`src/rtl/rtc_pkg.sv`:
```
package rtc_pkg;

    typedef enum logic [1:0] {
        ST_IDLE,
        ST_CMD,
        ST_DATA,
        ST_DONE
    } xfer_state_t;

    localparam int          CTL_EN        = 0;
    localparam int          CTL_CLK       = 1;
    localparam int          CTL_DAT       = 2;
    localparam logic [7:0]  STATUS_RESET  = 8'h90;
    localparam logic [7:0]  STATUS_CLEAR  = 8'h18;
    localparam logic [7:0]  CMD_STAT_RD   = 8'h30;
    localparam logic [7:0]  CMD_AUX_RD    = 8'h31;
    localparam logic [7:0]  CMD_STAT_WR   = 8'hB1;

    function automatic logic [7:0] to_bcd(input logic [6:0] v);
        logic [6:0] tens;
        logic [6:0] ones;
        tens = v / 7'd10;
        ones = v - tens * 7'd10;
        return {tens[3:0], ones[3:0]};
    endfunction

    function automatic logic [6:0] month_len(input logic [6:0] m);
        logic [6:0] d;
        case (m)
            7'd4, 7'd6, 7'd9, 7'd11: d = 7'd30;
            7'd2:                    d = 7'd28;
            default:                 d = 7'd31;
        endcase
        return d;
    endfunction

endpackage

```
`src/rtl/rtc_timekeeper.sv`:
```
module rtc_timekeeper
    import rtc_pkg::*;
#(
    parameter int YEAR_SPAN = 100
) (
    input  logic       clk,
    input  logic       rst_n,
    input  logic       tick,
    output logic [6:0] sec,
    output logic [6:0] min,
    output logic [6:0] hour,
    output logic [6:0] mday,
    output logic [6:0] mon,
    output logic [6:0] yr
);
    localparam logic [6:0] YR_LAST = 7'(YEAR_SPAN - 1);

    always_ff @(posedge clk) begin
        if (!rst_n) begin
            sec  <= '0;
            min  <= '0;
            hour <= '0;
            mday <= 7'd1;
            mon  <= 7'd1;
            yr   <= '0;
        end else if (tick) begin
            if (sec != 7'd59) begin
                sec <= sec + 7'd1;
            end else begin
                sec <= '0;
                if (min != 7'd59) begin
                    min <= min + 7'd1;
                end else begin
                    min <= '0;
                    if (hour != 7'd23) begin
                        hour <= hour + 7'd1;
                    end else begin
                        hour <= '0;
                        if (mday != month_len(mon)) begin
                            mday <= mday + 7'd1;
                        end else begin
                            mday <= 7'd1;
                            if (mon != 7'd12) begin
                                mon <= mon + 7'd1;
                            end else begin
                                mon <= 7'd1;
                                yr  <= (yr == YR_LAST) ? '0 : yr + 7'd1;
                            end
                        end
                    end
                end
            end
        end
    end


    sec_wrap_chk: assert property (@(posedge clk) disable iff (!rst_n)
        (tick && sec == 7'd59) |=> (sec == 7'd0));


    hour_range_chk: assert property (@(posedge clk) disable iff (!rst_n)
        (hour < 7'd24) && (min < 7'd60));


    tick_idle_chk: assert property (@(posedge clk) disable iff (!rst_n)
        !tick |=> $stable(sec));

endmodule

```
`src/rtl/rtc_nvram.sv`:
```
module rtc_nvram #(
    parameter int DEPTH = 32,
    parameter int WIDTH = 8,
    localparam int AW   = $clog2(DEPTH)
) (
    input  logic             clk,
    input  logic             rst_n,
    input  logic             we,
    input  logic [AW-1:0]    waddr,
    input  logic [WIDTH-1:0] wdata,
    input  logic [AW-1:0]    raddr,
    output logic [WIDTH-1:0] rdata
);
    logic [WIDTH-1:0] mem [DEPTH];

    always_ff @(posedge clk) begin
        if (!rst_n) begin
            for (int i = 0; i < DEPTH; i++) begin
                mem[i] <= '0;
            end
        end else if (we) begin
            mem[waddr] <= wdata;
        end
    end

    assign rdata = mem[raddr];

endmodule

```
`src/rtl/rtc_serial_slave.sv`:
```
module rtc_serial_slave
    import rtc_pkg::*;
#(
    parameter int RAM_DEPTH = 32,
    parameter int YEAR_SPAN = 100
) (
    input  logic       clk,
    input  logic       rst_n,
    input  logic       ctl_we,
    input  logic [7:0] ctl_wdata,
    input  logic       sec_tick,
    output logic [7:0] ctl_rdata,
    output logic       irq_ack
);
    localparam int RAM_AW = $clog2(RAM_DEPTH);

    xfer_state_t st_q, st_d, eff_st;
    logic [2:0]  cnt_q, cnt_d, eff_cnt;
    logic [7:0]  cmd_q, cmd_d, val_q, val_d;
    logic [7:0]  ctl_q, ctl_d;
    logic [7:0]  stat_q;
    logic        ack_q;

    logic        en_w, clk_w, dat_w, fall;
    logic        commit, ram_we, stat_clr;
    logic [7:0]  final_val;
    logic [7:0]  ret_byte;
    logic        is_read, ret_bit, drive;
    logic [7:0]  ram_rdata;
    logic [6:0]  t_sec, t_min, t_hour, t_mday, t_mon, t_yr;

    assign en_w  = ctl_wdata[CTL_EN];
    assign clk_w = ctl_wdata[CTL_CLK];
    assign dat_w = ctl_wdata[CTL_DAT];
    assign fall  = ctl_we && en_w && ctl_q[CTL_CLK] && !clk_w;

    // IDLE is entered only by a write with enable clear; any write with
    // enable set acts on phase 0 of CMD straight away.
    assign eff_st  = (st_q == ST_IDLE) ? ST_CMD : st_q;
    assign eff_cnt = (st_q == ST_IDLE) ? 3'd0 : cnt_q;

    assign commit    = fall && (eff_st == ST_DATA) && (eff_cnt == 3'd7);
    assign final_val = {val_q[6:0], dat_w};
    assign ram_we    = commit && (cmd_q[7:5] == 3'b100);
    assign stat_clr  = commit && (cmd_q == CMD_STAT_WR) && final_val[2];

    // next-state process
    always_comb begin
        st_d  = st_q;
        cnt_d = cnt_q;
        cmd_d = cmd_q;
        val_d = val_q;
        if (ctl_we) begin
            if (!en_w) begin
                st_d  = ST_IDLE;
                cnt_d = '0;
                cmd_d = '0;
                val_d = '0;
            end else begin
                st_d  = eff_st;
                cnt_d = eff_cnt;
                if (fall) begin
                    unique case (eff_st)
                        ST_CMD: begin
                            cmd_d = {cmd_q[6:0], dat_w};
                            if (eff_cnt == 3'd7) begin
                                st_d  = ST_DATA;
                                cnt_d = '0;
                            end else begin
                                cnt_d = eff_cnt + 3'd1;
                            end
                        end
                        ST_DATA: begin
                            val_d = final_val;
                            if (eff_cnt == 3'd7) begin
                                st_d  = ST_DONE;
                                cnt_d = '0;
                            end else begin
                                cnt_d = eff_cnt + 3'd1;
                            end
                        end
                        ST_IDLE, ST_DONE: begin
                        end
                    endcase
                end
            end
        end
    end

    // state register process
    always_ff @(posedge clk) begin
        if (!rst_n) begin
            st_q   <= ST_IDLE;
            cnt_q  <= '0;
            cmd_q  <= '0;
            val_q  <= '0;
            ctl_q  <= '0;
            stat_q <= STATUS_RESET;
            ack_q  <= 1'b0;
        end else begin
            st_q  <= st_d;
            cnt_q <= cnt_d;
            cmd_q <= cmd_d;
            val_q <= val_d;
            ack_q <= stat_clr;
            if (ctl_we) begin
                ctl_q <= ctl_d;
            end
            if (stat_clr) begin
                stat_q <= stat_q & ~STATUS_CLEAR;
            end
        end
    end

    // output process: return byte selection and data-bit override
    always_comb begin
        ret_byte = '0;
        is_read  = 1'b0;
        if (cmd_q[7:5] == 3'b000) begin
            is_read  = 1'b1;
            ret_byte = ram_rdata;
        end else if (cmd_q[7:4] == 4'h2) begin
            is_read = 1'b1;
            case (cmd_q[3:0])
                4'h0:    ret_byte = to_bcd(t_sec);
                4'h1:    ret_byte = to_bcd(t_min);
                4'h2:    ret_byte = to_bcd(t_hour);
                4'h4:    ret_byte = to_bcd(t_mday);
                4'h5:    ret_byte = to_bcd(t_mon);
                4'h6:    ret_byte = to_bcd(t_yr);
                default: ret_byte = '0;
            endcase
        end else if (cmd_q == CMD_STAT_RD) begin
            is_read  = 1'b1;
            ret_byte = stat_q;
        end else if (cmd_q == CMD_AUX_RD) begin
            is_read  = 1'b1;
            ret_byte = '0;
        end
        ret_bit = ret_byte[3'd7 - eff_cnt];
        drive   = fall && (eff_st == ST_DATA) && is_read;
        ctl_d   = ctl_wdata;
        ctl_d[CTL_DAT] = drive ? ret_bit : dat_w;
    end

    assign ctl_rdata = ctl_q;
    assign irq_ack   = ack_q;

    rtc_nvram #(
        .DEPTH (RAM_DEPTH),
        .WIDTH (8)
    ) u_ram (
        .clk   (clk),
        .rst_n (rst_n),
        .we    (ram_we),
        .waddr (cmd_q[RAM_AW-1:0]),
        .wdata (final_val),
        .raddr (cmd_q[RAM_AW-1:0]),
        .rdata (ram_rdata)
    );

    rtc_timekeeper #(
        .YEAR_SPAN (YEAR_SPAN)
    ) u_time (
        .clk   (clk),
        .rst_n (rst_n),
        .tick  (sec_tick),
        .sec   (t_sec),
        .min   (t_min),
        .hour  (t_hour),
        .mday  (t_mday),
        .mon   (t_mon),
        .yr    (t_yr)
    );


    abort_clears_chk: assert property (@(posedge clk) disable iff (!rst_n)
        (ctl_we && !ctl_wdata[CTL_EN]) |=>
            (st_q == ST_IDLE && cmd_q == 8'h00 && val_q == 8'h00));


    no_write_hold_chk: assert property (@(posedge clk) disable iff (!rst_n)
        !ctl_we |=> ($stable(st_q) && $stable(cnt_q) && $stable(ctl_q)));


    done_holds_chk: assert property (@(posedge clk) disable iff (!rst_n)
        (st_q == ST_DONE && !(ctl_we && !ctl_wdata[CTL_EN])) |=>
            (st_q == ST_DONE));


    ram_commit_chk: assert property (@(posedge clk) disable iff (!rst_n)
        ram_we |=> (st_q == ST_DONE));


    ack_pulse_chk: assert property (@(posedge clk) disable iff (!rst_n)
        irq_ack |=> !irq_ack);


    status_move_chk: assert property (@(posedge clk) disable iff (!rst_n)
        !$stable(stat_q) |-> irq_ack);

endmodule

```
`config.mk`:
```
export PLATFORM = sky130hd
export DESIGN_NAME = rtc_serial_slave
export DESIGN_NICKNAME = d
export VERILOG_FILES = /design/src/rtl/rtc_pkg.sv /design/src/rtl/rtc_timekeeper.sv /design/src/rtl/rtc_nvram.sv /design/src/rtl/rtc_serial_slave.sv
export SDC_FILE = /design/constraint.sdc
export NUM_CORES = 1
export LEC_CHECK = 0
export BUFFER_PORTS_ARGS = -buffer_cell sky130_fd_sc_hd__clkbuf_2
export CAP_MARGIN = 15
export CELL_PAD_IN_SITES_DETAIL_PLACEMENT = 0
export CELL_PAD_IN_SITES_GLOBAL_PLACEMENT = 2
export CORE_MARGIN = 1
export CORE_UTILIZATION = 30
export CTS_BUF_LIST = sky130_fd_sc_hd__clkbuf_8 sky130_fd_sc_hd__clkbuf_16
export DETAILED_ROUTE_END_ITERATION = 8
export PLACE_DENSITY_LB_ADDON = 0.05
export SLEW_MARGIN = 20
export SYNTH_ARGS = -nofsm -noshare
export SYNTH_HDL_FRONTEND = slang
export SYNTH_HIERARCHICAL = 1
export SYNTH_SLANG_ARGS = --single-unit
```
`constraint.sdc`:
```
create_clock -name clk -period 5.7 [get_ports clk]
set_input_delay 0.285 -clock clk [delete_from_list [all_inputs] [get_ports clk]]
set_output_delay 0.285 -clock clk [all_outputs]
set_load 0.005 [all_outputs]
```
Yosys cells after proc, flatten, opt, wreduce, memory -nomap -nowiden:

Memories as Yosys holds them, arrays and structs flattened. A register that Yosys moved wholly into a read port is not among the register bits.
Index checks and enable logic that the tools add are counted.

* register bits after elaboration: 72
* RAM bits: 256
* input port bits: 12
* memories kept: 1

* bitwise gates (word level): 5
* mux-type cells: 49
* div/mod/pow operators: 6
* eq/ne operators: 27
* reductions and logical operators: 23
* multiply operators: 6
* add/subtract/negate cells: 14
* order comparisons: 1

Memory list
* u_ram.mem: depth 32, bits a word 8, read ports 1, clocked after memory_dff 1, wr ports 32, RTL line rtc_nvram.sv:14 `logic [WIDTH-1:0] mem [DEPTH];`

Operators with widths (number)
* two-way mux 7 bit: 14
* two-way mux 8 bit: 7
* one-hot mux 8 bit (6 select lines): 1
* adder 7 x 1 -> 7 bit (second input constant): 6
* divider 7 x 4 -> 7 bit (second input constant): 6
* multiplier 7 x 3 -> 3 bit (second input constant): 6
* subtractor 4 bit: 6
* equality test 8 x 6 -> 1 bit (second input constant): 2
* two-way mux 3 bit: 5
* two-way mux 5 bit: 3
* equality test 7 x 3 -> 1 bit (second input constant): 2
* equality test 7 x 4 -> 1 bit (second input constant): 2
* != test 7 x 6 -> 1 bit (second input constant): 2
* equality test 4 x 3 -> 1 bit (second input constant): 3
* two-way mux 1 bit: 11
* two-way mux 2 bit: 5
* logical AND 1 bit: 9
* AND reduction 3 bit: 3
* equality test 4 x 2 -> 1 bit (second input constant): 2
* equality test 8 bit (second input constant): 1
* one-hot mux 2 bit (2 select lines): 2
* OR reduction 8 bit: 1
* equality test 7 x 2 -> 1 bit (second input constant): 1
* equality test 7 bit (second input constant): 1
* 23 further kinds: 30

Logic depth before layout (Yosys ltp):

Gate-level depths: netlist of run 1.

* depth after elaboration: 11
* depth in mapped cells: 21
* mapped depth without buffers: 20

Cells and area by module:

Netlist of run 1, hierarchy kept.

Modules (own cells, without submodules)
* rtc_nvram: times used 1, area an instance 11816.3 µm², sequential area each 7687.4 µm², cells an instance 732
* rtc_serial_slave: times used 1, area an instance 3829.9 µm², sequential area each 600.6 µm², cells an instance 516
* rtc_timekeeper: times used 1, area an instance 2063.2 µm², sequential area each 840.8 µm², cells an instance 235

Least setup slack after synthesis of run 1:

OpenSTA, ideal clock, no wires.

* path kind: register to register
* from: register u_time.mday[5]
* to: register ctl_q[2], in the netlist ctl_rdata[2]
* slack: 1.568 ns
* setup time: 0.069 ns
* arrival: 4.063 ns
* path buffers: 1
* cell stages (with the launch flop): 20
* required time: 5.631 ns
* cell sequence: dfxtp_1 > buf_2 > nor2_1 > o41ai_1 > inv_1 > ha_1 > nor2b_1 > a21oi_1 > a2111oi_0 > o21ai_1 > ha_1 > fa_1 > mux2_2 > o22ai_1 > a21oi_1 > a21oi_1 > o21ai_0 > o31ai_1 > o31ai_1 > o21ai_1

* cells in the longest elaborated chain, start to end: 9

RTL lines
* from (decl): RTL line rtc_timekeeper.sv:12 `output logic [6:0] mday,`
* from (signal assigned): RTL line rtc_timekeeper.sv:40 `mday <= mday + 7'd1;`
* divider 7 x 4 -> 7 bit (*): RTL line rtc_pkg.sv:22 `tens = v / 7'd10;`
* multiplier 7 x 3 -> 3 bit: RTL line rtc_pkg.sv:23 `ones = v - tens * 7'd10;`
* subtractor 4 bit: RTL line rtc_pkg.sv:23
* one-hot mux 8 bit (6 select lines) (*): RTL line rtc_serial_slave.sv:124 `case (cmd_q[3:0])`
* two-way mux 8 bit (*): RTL line rtc_serial_slave.sv:122 `end else if (cmd_q[7:4] == 4'h2) begin`
* two-way mux 8 bit (*): RTL line rtc_serial_slave.sv:119 `if (cmd_q[7:5] == 3'b000) begin`
* binary-select mux 1 bit (select 3 bit) (*): RTL line rtc_serial_slave.sv:140 `ret_bit = ret_byte[3'd7 - eff_cnt];`
* two-way mux 1 bit (not written as such) (*): RTL line rtc_serial_slave.sv:140
* two-way mux 1 bit (*): RTL line rtc_serial_slave.sv:143 `ctl_d[CTL_DAT] = drive ? ret_bit : dat_w;`
* to (signal assigned): RTL line rtc_serial_slave.sv:107 `ctl_q <= ctl_d;`
* to (decl): RTL line rtc_serial_slave.sv:20 `logic [7:0] ctl_q, ctl_d;`

Mark *: on every way between the ends. The rest lies on a longest branch, timed or not. The select of a mux whose other input is x is not followed.
A chain may end at the register's enable or synchronous reset.

Worst setup path after layout of run 1:

* from: register u_time.mday[2]
* to: register ctl_q[2], in the netlist ctl_rdata[2]

* cells in the longest elaborated chain, start to end: 9

RTL lines (RTL line)
* divider 7 x 4 -> 7 bit: rtc_pkg.sv:22
* multiplier 7 x 3 -> 3 bit: rtc_pkg.sv:23
* subtractor 4 bit: rtc_pkg.sv:23
* one-hot mux 8 bit (6 select lines) (*): rtc_serial_slave.sv:124
* two-way mux 8 bit (*): rtc_serial_slave.sv:122
* two-way mux 8 bit (*): rtc_serial_slave.sv:119
* binary-select mux 1 bit (select 3 bit) (*): rtc_serial_slave.sv:140
* two-way mux 1 bit (not written as such) (*): rtc_serial_slave.sv:140
* two-way mux 1 bit (*): rtc_serial_slave.sv:143

Marks and branches as above.

==> results of run 1 <==
flip-flops by register name, summed over array words and instances, names as in the netlist, 3 cells and up:
signal       cells
u_time/yr        7
cnt_q            3
u_time/mday      7
ctl_rdata        8
val_q            7
u_time/min       7
cmd_q            8
u_time/sec       7
u_ram/mem      256
u_time/mon       7
u_time/hour      7
cells in the mapped netlist (8+ instances only):
| cell | number | area, um^2 |
|---|---|---|
| sky130_fd_sc_hd__mux2i_1 | 20 | 200 |
| sky130_fd_sc_hd__inv_1 | 45 | 169 |
| sky130_fd_sc_hd__nor3_1 | 11 | 55.1 |
| sky130_fd_sc_hd__mux4_2 | 80 | 1800 |
| sky130_fd_sc_hd__xor2_1 | 21 | 184 |
| sky130_fd_sc_hd__nand4_1 | 19 | 119 |
| sky130_fd_sc_hd__a2111oi_0 | 8 | 70.1 |
| sky130_fd_sc_hd__and2_1 | 260 | 1630 |
| sky130_fd_sc_hd__xnor2_1 | 14 | 123 |
| sky130_fd_sc_hd__buf_2 | 14 | 70.1 |
| sky130_fd_sc_hd__a211oi_1 | 14 | 105 |
| sky130_fd_sc_hd__nand2b_1 | 22 | 138 |
| sky130_fd_sc_hd__a21oi_1 | 50 | 250 |
| sky130_fd_sc_hd__buf_1 | 10 | 37.5 |
| sky130_fd_sc_hd__clkbuf_1 | 58 | 218 |
| sky130_fd_sc_hd__o21ai_0 | 70 | 350 |
| sky130_fd_sc_hd__nor2_1 | 94 | 353 |
| sky130_fd_sc_hd__nand2_1 | 47 | 176 |
| sky130_fd_sc_hd__a31oi_1 | 9 | 56.3 |
| sky130_fd_sc_hd__nand3b_1 | 9 | 67.6 |
| sky130_fd_sc_hd__nand3_1 | 20 | 100 |
| sky130_fd_sc_hd__edfxtp_1 | 256 | 7690 |
| sky130_fd_sc_hd__a22oi_1 | 17 | 128 |
| sky130_fd_sc_hd__or3_1 | 11 | 68.8 |
| sky130_fd_sc_hd__ha_1 | 23 | 288 |
| sky130_fd_sc_hd__dfxtp_1 | 72 | 1440 |
| sky130_fd_sc_hd__nor2b_1 | 42 | 263 |
| sky130_fd_sc_hd__mux2_2 | 11 | 124 |
logic make-up after synthesis:
kind of cell             after synthesis
XOR/XNOR                              35
AND/OR/NAND/NOR                      591
buffers and inverters                141
flip-flops                           328
multiplexers                         111
AO/OA/AOI/OAI                        243
adder cells (fa/ha/maj)               34
power groups by stage:
stage,Clock [mW],Combinational (mW),Sequential (mW)
after global routing,2.68,0.211,2.71
final,2.51,0.197,2.70
after global placement,0,0.197,2.75
after floorplan,0,0.111,2.74
after CTS,2.59,0.201,2.70
after detailed placement,0,0.198,2.75
routing by layer:
metal  up-vias  track usage (%)  routed length (um)
met3        65             2.64                1640
met1      5786             22.3               23000
met4         0             5.00                1160
met2       177             30.0               25600
met5         -                0                   0
li1       5563                -                   -
metrics by stage:
stage	hold WS, ns	setup slack (ns)	instances	util, %	power [mW]
after floorplan	0.426	1.57	1483	-	2.85
after global placement	0.436	0.908	2228	32.3	2.95
after detailed placement	0.448	0.794	2228	32.3	2.95
after CTS	0.0406	0.743	2309	34.6	5.49
after global routing	0.0834	0.237	2309	34.6	5.60
final	0.0758	0.824	2311	34.6	5.40
worst min path at each step:
stage	from	to	slack, ns	depth (start not counted)
5_1_grt	sec_tick	u_time/sec[1]	0.08	3
3_3_place_gp	stat_q[4]	stat_q[4]	0.44	2
4_1_cts	sec_tick	u_time/sec[0]	0.04	3
6_report	sec_tick	u_time/sec[0]	0.08	3
3_5_place_dp	stat_q[4]	stat_q[4]	0.45	2
2_1_floorplan	stat_q[4]	stat_q[4]	0.43	2
layout make-up:
type / count / area share, %
Tap cell: 765 / 4.76
Clock inverter: 31 / 0.971
Timing Repair Buffer: 81 / 2.91
Clock buffer: 44 / 5.42
Antenna cell: 2 / 0.0249
Multi-Input combinational cell: 1014 / 39.6
Sequential cell: 328 / 45.5
Inverter: 46 / 0.859
worst reg2reg max path: cells and delay by family (launching register included):
family          cells  cell delay [ns]
compound gates     12             2.40
fa+ha+maj           3             0.95
buf+inv             2             0.28
flops               1             0.56
mux                 1             0.27
simple gates        2             0.37
repair_timing:
| item | 4_1_cts | 5_1_grt |
|---|---|---|
| setup buffers | 0 | 0 |
| setup endpoints to repair | 0 | 0 |
| endpoints found under the hold margin | 6 | 0 |
| hold buffers | 6 | 0 |
==> metrics.md, run 1 <==
| Metric | Value |
|---|---|
| Dominant combinational cell family by area after synthesis | `simple AND/OR/NAND/NOR gates` |
| Total wirelength of the detailed-routed design | `51.4 mm` |
| Simple logic cell fraction of the synthesized area | `between 10% and 20%` |
| Most frequently used flop master after synthesis | `sky130_fd_sc_hd__edfxtp_1` |
| Number of violations reported at the end of detailed-routing iteration 0 | `between 700 and 800` |
| Count of buffer and inverter cells on the critical path | `2` |
| Unrepaired setup endpoints after global routing | `false` |
| Drt drc | `0` |
| Count of buffers inserted at the top-level ports | `20` |
| Clock-pin slew on the worst setup and hold paths | `0.05 ns` |
| Actual transition at the worst max-transition pin | `~1.1 ns` |
| Total congestion overflow | `0` |
| Maximum fanout count along the critical path | `11` |
| Average vias per placed instance | `5.02` |
| Crit path from | `u_time/mday[2]` |
| Setup crit start kind | `register` |
| First-pass GRT wire length | `around 77 mm` |
| Critical setup path kind | `register to register` |
| Post-Syn Instances | `1483` |
| Vias in the first global route | `around 12k` |
| Ratio of total power to cell area | `roughly 270 nW/um^2` |
| Seq. cell area | `9140 um^2` |
| Average size of a mapped cell | `11.9 um^2` |
| Share of synthesized area spent on multiplexers | `roughly an eighth` |
| Maximum clock skew at final layout | `between 0.02 and 0.03 ns` |
| Floorplan die height | `between 200 and 250 um` |
| Core region area | `58000 um^2` |
| Net count after synthesis | `roughly 1.5k` |
| Series of cell instances along the critical path | `inv_1 > nand2_1 > a21oi_1 > o41ai_1 > inv_1 > ha_1 > nor2b_1 > a21oi_1 > a2111oi_0 > o21ai_1 > ha_1 > fa_1 > mux2_2 > o22ai_1 > a21oi_1 > a21oi_1 > o21ai_0 > o31ai_1 > o31ai_1 > o21ai_1` |
| Sum of negative setup slack | `0 ns` |
| Proportion of synthesized chip area in sequential cells | `between 50% and 60%` |
| Layout net count | `~1.6k` |
| Sequential cell fraction of total power | `~50%` |
| CTS H-Tree Depth | `2` |
| Largest stage delay, worst path | `~0.65 ns` |
| Post-synth EDFFs | `around 260` |
| Reg2Reg Setup Slack | `roughly 0.8 ns` |
| Switching share of total power | `approximately 23%` |
| Fraction of final layout cells with drive strength greater than 1 | `between 15 and 20%` |
| Switching power | `about 1.2 mW` |
| Detail Route Antenna Nets | `0` |
| Data required time at the worst endpoint | `just over 6 ns` |
| Dpl cell area | `between 15000 and 20000 um^2` |
| Async set-reset flop share out of synthesis | `0%` |
| Via total after detailed routing | `~12k` |
| Post-synthesis cell type count | `84` |
| Cell count of the worst reg-to-reg path | `20` |
| WL/cell | `about 22 um` |
| Chip width | `about 240 um` |
| Post-cts gate resize count | `0` |
| Kind of cell adding the most delay to the critical path | `compound AO/OA/AOI/OAI gates` |
| Layout fillers | `between 5k and 6k` |
| Root Buffer | `sky130_fd_sc_hd__clkbuf_16` |
| Final non-filler cell area | `about 20000 um^2` |
| Number of antenna violations at the first check in global routing | `1` |
| Worst ir drop on vdd | `about 0.00021 V` |
| Sink count of the clock tree | `roughly 330` |
| Number of buffers added by the clock tree synthesis step | `42` |
| Combinational power share | `around 3.6%` |
| Int Power | `about 4.2 mW` |
| CP dominant cell by count | `sky130_fd_sc_hd__a21oi_1` |
| Detailed placement HPWL | `33.5 mm` |
| Maximum buffer depth of the clock tree | `3` |
| Crit path capture type | `register` |
| Site Rows | `between 80 and 90` |
| Final hold viol count | `0` |
| Area growth from synthesis to final layout | `13.5%` |
| Die ar. | `60000 um^2` |
| Global-route usage over all layers | `between 10% and 20%` |
| Clock Power Share | `between 40 and 50%` |
| Largest net degree at the start of global routing | `74` |
| Highest clock rate | `roughly 200 MHz` |
| Most common cell after layout, fill and taps aside | `sky130_fd_sc_hd__and2_1` |
| Max_cap viols | `0` |
| Minimum period implied by the final worst setup slack | `just under 5 ns` |
| Finish-stage setup viols | `0` |
| Combined area of the multi-input logic cells | `approximately 8000 um^2` |
| Cell count along the critical path | `20` |
| Insertion delay of the later-clocked pin in the worst-skew pair | `approximately 0.58 ns` |
| Routability congestion estimate from global placement | `about 0.74` |
| Area fraction in compound gates after synthesis | `under 10%` |
| Critical path arrival | `5.39 ns` |
| Cell area after technology mapping | `between 15000 and 20000 um^2` |
| Hold Path Class | `input pin to register` |
| Cell with the largest stage delay on the worst path | `sky130_fd_sc_hd__o41ai_1` |
| Clock tree from TritonCTS | `done` |
| Startpoint of the worst-slack reg-to-reg timing path | `u_time/mday[2]` |
| Top Ports | `21` |
| Timing endpoint of the critical path | `ctl_rdata[2]` |
| Worst slew slack as a fraction of its limit | `between 20% and 30%` |
| Most used cells in the layout excluding fill and tap cells | `260 x sky130_fd_sc_hd__and2_1, 256 x sky130_fd_sc_hd__edfxtp_1, 94 x sky130_fd_sc_hd__nor2_1, 80 x sky130_fd_sc_hd__mux4_2, 68 x sky130_fd_sc_hd__dfxtp_1` |
| Xor and xnor fraction of the mapped netlist area | `between 1.5 and 2%` |
| Worst r2r dst | `ctl_rdata[2]` |
| Final number of max-transition violations | `0` |
| Number of search-and-repair iterations in the first detailed-routing pass | `5` |
| Fraction of the mapped netlist area in adder cells | `roughly 2.6%` |
| Total leakage power | `approximately 6.7 nW` |
| Post-synthesis register bit count | `about 330` |
| Status | `completed` |
| Final cycle utilization of the critical path | `between 80% and 90%` |
| Yosys warnings | `6` |
| Initial core utilization | `a little under a third` |
No activity file was read; power rests on OpenSTA's default activity.
==> run 2: changes to the inputs <==
--- a/config.mk
+++ b/config.mk
@@ -5,6 +5,7 @@
 export SDC_FILE = /design/constraint.sdc
 export NUM_CORES = 1
 export LEC_CHECK = 0
+export ABC_AREA = 1
 export BUFFER_PORTS_ARGS = -buffer_cell sky130_fd_sc_hd__clkbuf_2
 export CAP_MARGIN = 15
 export CELL_PAD_IN_SITES_DETAIL_PLACEMENT = 0
==> run 2 against run 1 <==
Combinational power is essentially flat; critical path depth grew 6; register-to-register slack gained 0.81 ns; sequential share of layout area grew 1.1 points; highest routed layer unchanged.
==> metrics.md, run 2 <==
| Metric | Value |
|---|---|
| Most frequently used flop master after synthesis | `sky130_fd_sc_hd__edfxtp_1 (unchanged)` |
| Async set-reset flop share out of synthesis | `0% (unchanged)` |
| Switching share of total power | `22.4% (was 22.7%)` |
| Ratio of total power to cell area | `281 nW/um^2 (was 269 nW/um^2)` |
| Highest-utilization routing layer at the global route stage | `met2 (unchanged)` |
| Fraction of final layout cells with drive strength greater than 1 | `8.94% (was 16.5%)` |
| Actual transition at the worst max-transition pin | `1.13 ns (was 1.06 ns)` |
| Total congestion overflow | `0 (unchanged)` |
| Top Ports | `21 (unchanged)` |
| Post-place setup slack | `1.54 ns (was 0.794 ns)` |
| Final hold viol count | `0 (unchanged)` |
| Maximum buffer depth of the clock tree | `3 (unchanged)` |
| Sequential cell fraction of total power | `48.9% (was 50.0%)` |
| Max_cap viols | `0 (unchanged)` |
| Most repeated cell in the gate-level netlist after synthesis | `sky130_fd_sc_hd__nand2_1 (was sky130_fd_sc_hd__and2_1)` |
| Crit path capture type | `register (unchanged)` |
| Status | `completed (unchanged)` |
| Most common cell after layout, fill and taps aside | `sky130_fd_sc_hd__nand2_1 (was sky130_fd_sc_hd__and2_1)` |
| Average size of a mapped cell | `8.17 um^2 (was 11.9 um^2)` |
| Clock-pin slew on the worst setup and hold paths | `0.06 ns (was 0.05 ns)` |
| Root Buffer | `sky130_fd_sc_hd__clkbuf_16 (unchanged)` |
| Area share of the largest cell type after synthesis | `44.3% (was 43.4%)` |
| Routability congestion estimate from global placement | `0.758 (was 0.740)` |
| Worst ir drop on vdd | `0.000171 V (was 0.000215 V)` |
| Crit path from | `u_time/sec[6] (was u_time/mday[2])` |
| Final non-filler cell area | `19600 um^2 (was 20100 um^2)` |
| Post-synthesis cell type count | `52 (was 84)` |
| CTS H-Tree Depth | `2 (unchanged)` |
| Worst slew slack as a fraction of its limit | `23.9% (was 28.9%)` |
| Register with the most flip-flops | `u_ram/mem (unchanged)` |
| Detailed placement HPWL | `37.0 mm (was 33.5 mm)` |
| Minimum period implied by the final worst setup slack | `4.07 ns (was 4.88 ns)` |
| Hold Path Class | `input pin to register (unchanged)` |
| Critical setup path kind | `register to register (unchanged)` |
| Post-synthesis register bit count | `328 (unchanged)` |
| Proportion of synthesized chip area in sequential cells | `52.5% (was 51.5%)` |
| Final number of max-transition violations | `0 (unchanged)` |
| Chip width | `243 um (was 245 um)` |
| Number of search-and-repair iterations in the first detailed-routing pass | `7 (was 5)` |
| Vias in the first global route | `13.6k (was 11.7k)` |
| WL/cell | `19.0 um (was 22.2 um)` |
| Most frequent cells after synthesis | `629 x sky130_fd_sc_hd__nand2_1, 347 x sky130_fd_sc_hd__nor2_1, 257 x sky130_fd_sc_hd__nand3_1 (was 260 x sky130_fd_sc_hd__and2_1, 256 x sky130_fd_sc_hd__edfxtp_1, 94 x sky130_fd_sc_hd__nor2_1)` |
| Initial core utilization | `30.6% (was 30.5%)` |
| Highest clock rate | `246 MHz (was 205 MHz)` |
| Finish-stage setup viols | `0 (unchanged)` |
| Count of buffers inserted at the top-level ports | `20 (unchanged)` |
| First-pass GRT wire length | `83.8 mm (was 77.1 mm)` |
| Drt drc | `0 (unchanged)` |
| Layout net count | `2170 (was 1554)` |
| Data required time at the worst endpoint | `6.11 ns (was 6.21 ns)` |
| Dpl cell area | `18200 um^2 (was 18800 um^2)` |
| Die ar. | `58900 um^2 (was 60000 um^2)` |
| Setup crit start kind | `register (unchanged)` |
| Global-route usage over all layers | `18.7% (was 17.3%)` |
| Final cycle utilization of the critical path | `71.4% (was 85.5%)` |
| Postcts setup bufs | `0 (unchanged)` |
| Net count after synthesis | `2167 (was 1524)` |
| Number of antenna violations at the first check in global routing | `0 (was 1)` |
| GR met3 Demand/Resource | `2.50% (was 2.64%)` |
| Largest area contributor in the netlist | `sky130_fd_sc_hd__edfxtp_1 (unchanged)` |
| Sink count of the clock tree | `328 (unchanged)` |
| Most used cells in the layout excluding fill and tap cells | `629 x sky130_fd_sc_hd__nand2_1, 347 x sky130_fd_sc_hd__nor2_1, 257 x sky130_fd_sc_hd__nand3_1, 256 x sky130_fd_sc_hd__edfxtp_1, 161 x sky130_fd_sc_hd__inv_1 (was 260 x sky130_fd_sc_hd__and2_1, 256 x sky130_fd_sc_hd__edfxtp_1, 94 x sky130_fd_sc_hd__nor2_1, 80 x sky130_fd_sc_hd__mux4_2, 68 x sky130_fd_sc_hd__dfxtp_1)` |
| Number of buffers added by the clock tree synthesis step | `40 (was 42)` |
| Site Rows | `87 (was 88)` |
| Sum of negative setup slack | `0 ns (unchanged)` |
| Met1 Use GR | `26.8% (was 22.3%)` |
| Core region area | `56800 um^2 (was 58000 um^2)` |
| Unrepaired setup endpoints after global routing | `false (unchanged)` |
| Detail Route Antenna Nets | `0 (unchanged)` |
| Global-route met2 utilization | `30.0% (about the same)` |
| Yosys warnings | `6 (unchanged)` |
| Combinational power share | `3.5% (was 3.6%)` |
| Clock Power Share | `47.5% (was 46.4%)` |
| Maximum clock skew at final layout | `0.0204 ns (was 0.0257 ns)` |
| Average vias per placed instance | `4.81 (was 5.02)` |
| Floorplan die height | `243 um (was 245 um)` |
| Startpoint of the worst-slack reg-to-reg timing path | `u_time/sec[6] (was u_time/mday[2])` |
| Layout fillers | `6000 (was 5697)` |
| Cell area after technology mapping | `17400 um^2 (was 17700 um^2)` |
| Insertion delay of the later-clocked pin in the worst-skew pair | `0.57 ns (was 0.58 ns)` |
| Post-Syn Instances | `2126 (was 1483)` |
| Post-route worst setup slack | `1.63 ns (was 0.824 ns)` |
| Startpoint of the tightest hold check path | `ctl_wdata[2] (was sec_tick)` |
| Int Power | `4.29 mW (was 4.18 mW)` |
| Flip-flop count of the largest register after layout | `256 (unchanged)` |
| Area growth from synthesis to final layout | `13.0% (was 13.5%)` |
| Number of antenna repair diodes | `0 (was 2)` |
| Number of violations reported at the end of detailed-routing iteration 0 | `791 (was 790)` |
| Switching power | `1.24 mW (was 1.23 mW)` |
| Total leakage power | `7.51 nW (was 6.66 nW)` |
| Via total after detailed routing | `14.0k (was 11.6k)` |
| Total wirelength of the detailed-routed design | `55.3 mm (was 51.4 mm)` |
| Clock tree from TritonCTS | `done (unchanged)` |
| Critical path arrival | `4.48 ns (was 5.39 ns)` |
| Post-synth EDFFs | `256 (unchanged)` |
| Maximum fanout count along the critical path | `8 (was 11)` |
| Main area contributors after synthesis | `sky130_fd_sc_hd__edfxtp_1 44%, sky130_fd_sc_hd__nand2_1 14%, sky130_fd_sc_hd__dfxtp_1 8.3%, sky130_fd_sc_hd__nor2_1 7.5%, sky130_fd_sc_hd__nand3_1 7.4% (was sky130_fd_sc_hd__edfxtp_1 43%, sky130_fd_sc_hd__mux4_2 10%, sky130_fd_sc_hd__and2_1 9.2%, sky130_fd_sc_hd__dfxtp_1 8.1%, sky130_fd_sc_hd__nor2_1 2.0%)` |
| Largest net degree at the start of global routing | `78 (was 74)` |
run 2: cell count changes in the layout (fill, tap and decap cells not counted), sizes merged, moves of 31 or more:
| cell | before | now |
|---|---|---|
| nor2b | 42 | 0 |
| buf | 55 | 24 |
| inv | 57 | 168 |
| nor2 | 94 | 352 |
| and2 | 260 | 2 |
| o21ai | 78 | 40 |
| nand3 | 20 | 265 |
| nand2 | 48 | 678 |
| mux4 | 80 | 0 |
run 2: cell type report:
class                      count  area (um^2)  area share (%)
timing repair buffer          49          333            1.70
multi-input combinational   1546         7260            37.0
tap                          756          946            4.82
clock buffer                  43         1050            5.37
sequential                   328         9140            46.5
clock inverter                30          295            1.50
inverter                     164          617            3.14
run 2: kinds of logic after synthesis:
logic type | share of synthesized area, %
simple gates | 34.0
flops | 52.5
fa+ha+maj | 2.35
compound gates | 4.44
buf+inv | 5.74
xor+xnor | 0.958
run 2: final timing paths:
| path | cells past startpoint | end | slack, ns |
|---|---|---|---|
| setup / recovery | 26 | ctl_rdata[2] | 1.63 |
| setup reg to reg | 26 | ctl_rdata[2] | 1.63 |
| hold / removal | 3 | cmd_q[0] | 0.08 |
| hold reg to reg | 2 | cmd_q[3] | 0.46 |
run 2: repair_timing:
action                                  4_1_cts  5_1_grt
hold buffers                                  6        0
endpoints found under the setup margin        0        0
endpoints found under the hold margin         6        0
resized for setup                             0        0
run 2: stage by stage:
stage | instances | total power, mW | utilization (%) | hold slack [ns]
6_report | 2916 | 5.52 | 34.6 | 0.0759
5_1_grt | 2916 | 5.72 | 34.6 | 0.0883
4_1_cts | 2916 | 5.61 | 34.6 | 0.0500
3_5_place_dp | 2837 | 2.95 | 32.1 | 0.454
3_3_place_gp | 2837 | 2.95 | 32.1 | 0.450
2_1_floorplan | 2126 | 2.86 | - | 0.420
run 2: worst max-delay path, stage by stage, from the launching register on:
cell	delay, ns
sky130_fd_sc_hd__dfxtp_1	0.48
sky130_fd_sc_hd__inv_1	0.08
sky130_fd_sc_hd__nand2_1	0.10
sky130_fd_sc_hd__nand3_1	0.12
sky130_fd_sc_hd__nand2_1	0.09
sky130_fd_sc_hd__inv_1	0.05
sky130_fd_sc_hd__nor2_1	0.24
sky130_fd_sc_hd__nand2_1	0.11
sky130_fd_sc_hd__nand3_1	0.12
sky130_fd_sc_hd__nand2_1	0.06
sky130_fd_sc_hd__nand2_1	0.11
sky130_fd_sc_hd__inv_1	0.08
sky130_fd_sc_hd__ha_1	0.27
sky130_fd_sc_hd__a21oi_1	0.06
sky130_fd_sc_hd__nand2_1	0.08
sky130_fd_sc_hd__nand2_1	0.09
sky130_fd_sc_hd__ha_1	0.21
sky130_fd_sc_hd__fa_1	0.53
sky130_fd_sc_hd__nor2_1	0.06
sky130_fd_sc_hd__o41ai_1	0.49
sky130_fd_sc_hd__nand3_1	0.14
sky130_fd_sc_hd__nand2_1	0.10
sky130_fd_sc_hd__nand2_1	0.05
sky130_fd_sc_hd__nand2_1	0.07
sky130_fd_sc_hd__nand2_1	0.05
sky130_fd_sc_hd__nand2_1	0.06
sky130_fd_sc_hd__a21oi_2	0.05
run 2: power by group through the flow:
stage	Sequential [mW]	Clock [mW]	Combinational (mW)
5_1_grt	2.71	2.79	0.222
4_1_cts	2.70	2.71	0.201
2_1_floorplan	2.74	0	0.123
3_5_place_dp	2.75	0	0.197
3_3_place_gp	2.75	0	0.197
6_report	2.70	2.63	0.196
run 2: routing by layer:
metal | up-vias | routed length [um]
li1 | 7010 | -
met5 | - | 0
met2 | 283 | 25000
met1 | 6666 | 26900
met3 | 63 | 2440
met4 | 0 | 936
==> run 3: changes to the inputs <==
==> constraint.sdc (replaced) <==
create_clock -name clk -period 3.25 [get_ports clk]
set_input_delay 0.1625 -clock clk [delete_from_list [all_inputs] [get_ports clk]]
set_output_delay 0.1625 -clock clk [all_outputs]
set_load 0.005 [all_outputs]
==> run 3 against run 2 <==
The run now ends with setup timing left; worst hold slack improved by 0.10 ns; via count is 3.5% higher; sequential share of layout area shrank 3.6 points; clock skew fell by 0.0050 ns; maximum frequency rose by 16%; die area unchanged; sequential cell count is the same; combinational power grew 82%; clock power grew 75%; setup slack got worse by 1.9 ns; largest cell class unchanged; largest power group unchanged.
==> metrics.md, run 3 (synthesis results as in run 2) <==
| Metric | Value |
|---|---|
| Site Rows | `87 (unchanged)` |
| Routability congestion estimate from global placement | `0.782 (was 0.758)` |
| Most common cell after layout, fill and taps aside | `sky130_fd_sc_hd__nand2_1 (unchanged)` |
| Count of buffers inserted at the top-level ports | `20 (unchanged)` |
| Final cycle utilization of the critical path | `108% (was 71.4%)` |
| Clock tree from TritonCTS | `done (unchanged)` |
| Average vias per placed instance | `4.71 (was 4.81)` |
| Vias in the first global route | `14.3k (was 13.6k)` |
| Critical setup path kind | `register to register (unchanged)` |
| Number of antenna violations at the first check in global routing | `0 (unchanged)` |
| Cell with the largest stage delay on the worst path | `sky130_fd_sc_hd__dfxtp_4 (was sky130_fd_sc_hd__fa_1)` |
| Post-route worst setup slack | `-0.265 ns (was 1.63 ns)` |
| Total wirelength of the detailed-routed design | `55.6 mm (was 55.3 mm)` |
| Via total after detailed routing | `14.5k (was 14.0k)` |
| Final hold viol count | `0 (unchanged)` |
| Number of search-and-repair iterations in the first detailed-routing pass | `5 (was 7)` |
| Actual transition at the worst max-transition pin | `0.955 ns (was 1.13 ns)` |
| Layout net count | `2336 (was 2170)` |
| Unrepaired setup endpoints after global routing | `true (was false)` |
| Sink count of the clock tree | `328 (unchanged)` |
| Root Buffer | `sky130_fd_sc_hd__clkbuf_16 (unchanged)` |
| Worst ir drop on vdd | `0.000344 V (was 0.000171 V)` |
| Area growth from synthesis to final layout | `23.1% (was 13.0%)` |
| Worst slew slack as a fraction of its limit | `36.2% (was 23.9%)` |
| Finish-stage setup viols | `1 (was 0)` |
| Number of antenna repair diodes | `0 (unchanged)` |
| Highest clock rate | `285 MHz (was 246 MHz)` |
| Minimum period implied by the final worst setup slack | `3.51 ns (was 4.07 ns)` |
| Most used cells in the layout excluding fill and tap cells | `594 x sky130_fd_sc_hd__nand2_1, 340 x sky130_fd_sc_hd__nor2_1, 256 x sky130_fd_sc_hd__edfxtp_1, 244 x sky130_fd_sc_hd__nand3_1, 178 x sky130_fd_sc_hd__buf_4 (was 629 x sky130_fd_sc_hd__nand2_1, 347 x sky130_fd_sc_hd__nor2_1, 257 x sky130_fd_sc_hd__nand3_1, 256 x sky130_fd_sc_hd__edfxtp_1, 161 x sky130_fd_sc_hd__inv_1)` |
| Final non-filler cell area | `21400 um^2 (was 19600 um^2)` |
| Total leakage power | `8.50 nW (was 7.51 nW)` |
| Number of violations reported at the end of detailed-routing iteration 0 | `834 (was 791)` |
| Hold Path Class | `input pin to register (unchanged)` |
| Max_cap viols | `0 (unchanged)` |
| Register with the most flip-flops | `u_ram/mem (unchanged)` |
| Clock-pin slew on the worst setup and hold paths | `0.06 ns (about the same)` |
| Largest net degree at the start of global routing | `85 (was 78)` |
| Core region area | `56800 um^2 (unchanged)` |
| Chip width | `243 um (unchanged)` |
| Cell count of the worst reg-to-reg path | `35 (was 26)` |
| Detail Route Antenna Nets | `0 (unchanged)` |
| CP dominant cell by count | `sky130_fd_sc_hd__nand2_1 (unchanged)` |
| Insertion delay of the later-clocked pin in the worst-skew pair | `0.58 ns (was 0.57 ns)` |
| Count of buffer and inverter cells on the critical path | `9 (was 3)` |
| Total congestion overflow | `0 (unchanged)` |
| WL/cell | `18.0 um (was 19.0 um)` |
| Maximum clock skew at final layout | `0.0155 ns (was 0.0204 ns)` |
| Largest stage delay, worst path | `0.36 ns (was 0.53 ns)` |
| Initial core utilization | `30.6% (unchanged)` |
| Share of the core filled with cells in the final layout | `37.6% (was 34.6%)` |
| Maximum fanout count along the critical path | `3 (was 8)` |
| Number of buffers added by the clock tree synthesis step | `41 (was 40)` |
| Floorplan die height | `243 um (unchanged)` |
| CTS H-Tree Depth | `2 (unchanged)` |
| Flip-flop count of the largest register after layout | `256 (unchanged)` |
| Violations in the final reports | `setup timing` |
| Maximum buffer depth of the clock tree | `3 (unchanged)` |
| Detailed placement HPWL | `37.9 mm (was 37.0 mm)` |
| Layout fillers | `5954 (was 6000)` |
| Data required time at the worst endpoint | `3.68 ns (was 6.11 ns)` |
| Cell count of the worst hold path | `4 (was 3)` |
| Setup crit start kind | `register (unchanged)` |
| Fraction of final layout cells with drive strength greater than 1 | `19.5% (was 8.94%)` |
| Global-route usage over all layers | `18.8% (was 18.7%)` |
| Ratio of total power to cell area | `453 nW/um^2 (was 281 nW/um^2)` |
| Drt drc | `0 (unchanged)` |
| Kind of cell adding the most delay to the critical path | `simple AND/OR/NAND/NOR gates (unchanged)` |
| Dpl cell area | `19400 um^2 (was 18200 um^2)` |
| Status | `complete, but fails checks (was completed)` |
| Final number of max-transition violations | `0 (unchanged)` |
| Crit path capture type | `register (unchanged)` |
| Top Ports | `21 (unchanged)` |
| Hold slack | `0.180 ns (was 0.0759 ns)` |
| First-pass GRT wire length | `85.3 mm (was 83.8 mm)` |
| Die ar. | `58900 um^2 (unchanged)` |
| Post-place setup slack | `-0.435 ns (was 1.54 ns)` |
| Critical path arrival | `3.94 ns (was 4.48 ns)` |
| Cell count along the critical path | `35 (was 26)` |
## run 3: worst reg2reg max path, delay by kind of cell, from the launching register on
family                     cells  cell delay, ns
AOI/OAI and AO/OA              1            0.06
DFF                            1            0.36
buffers and inverters          9            0.90
adders and majority gates      2            0.33
and+or+nand+nor               22            1.56
xor gates and xnor gates       1            0.17
## run 3: report_power, final
group,total (mW),internal (mW),switching [mW],leakage [nW]
registers,4.72,4.67,0.0500,3.02
clock network,4.60,2.73,1.87,0.703
logic,0.357,0.100,0.257,4.77
total,9.68,7.51,2.17,8.50
## run 3: layout make-up
| class | instances | area, um^2 | area share (%) |
|---|---|---|---|
| timing repair buffer | 214 | 1660 | 7.74 |
| sequential | 328 | 9170 | 42.9 |
| multi-input combinational | 1546 | 7640 | 35.7 |
| inverter | 164 | 627 | 2.93 |
| clock buffer | 46 | 1090 | 5.12 |
| tap | 756 | 946 | 4.42 |
| clock inverter | 30 | 251 | 1.18 |
## run 3: worst paths after layout
path / from / to / slack [ns]
max reg2reg: u_time/yr[4] / ctl_rdata[2] / -0.26
min reg2reg: cnt_q[2] / cnt_q[2] / 0.46
max: u_time/yr[4] / ctl_rdata[2] / -0.26
min: rst_n / ctl_rdata[6] / 0.18
## run 3: metal layers
metal	vias up	wire (um)	global-route usage (%)
met5	-	0	0
met4	0	816	3.74
met3	50	1860	2.90
met2	192	25800	30.9
met1	6924	27200	26.2
li1	7350	-	-
## run 3: timing repair
action,in CTS,in global routing
hold endpoints to repair,15,0
hold buffers,10,0
setup endpoints to repair,3,249
pin swaps,15,38
setup buffers,16,10
gates resized for setup,21,98
gates cloned,0,0
## run 3: through the flow
step / total power, mW / instances / setup TNS (ns)
after floorplan: 5.02 / 2126 / -0.107
after global placement: 5.16 / 2972 / -0.476
after detailed placement: 5.16 / 2972 / -0.435
after CTS: 9.87 / 3074 / -0.282
after global routing: 10.1 / 3084 / -7.69
final: 9.68 / 3084 / -0.265
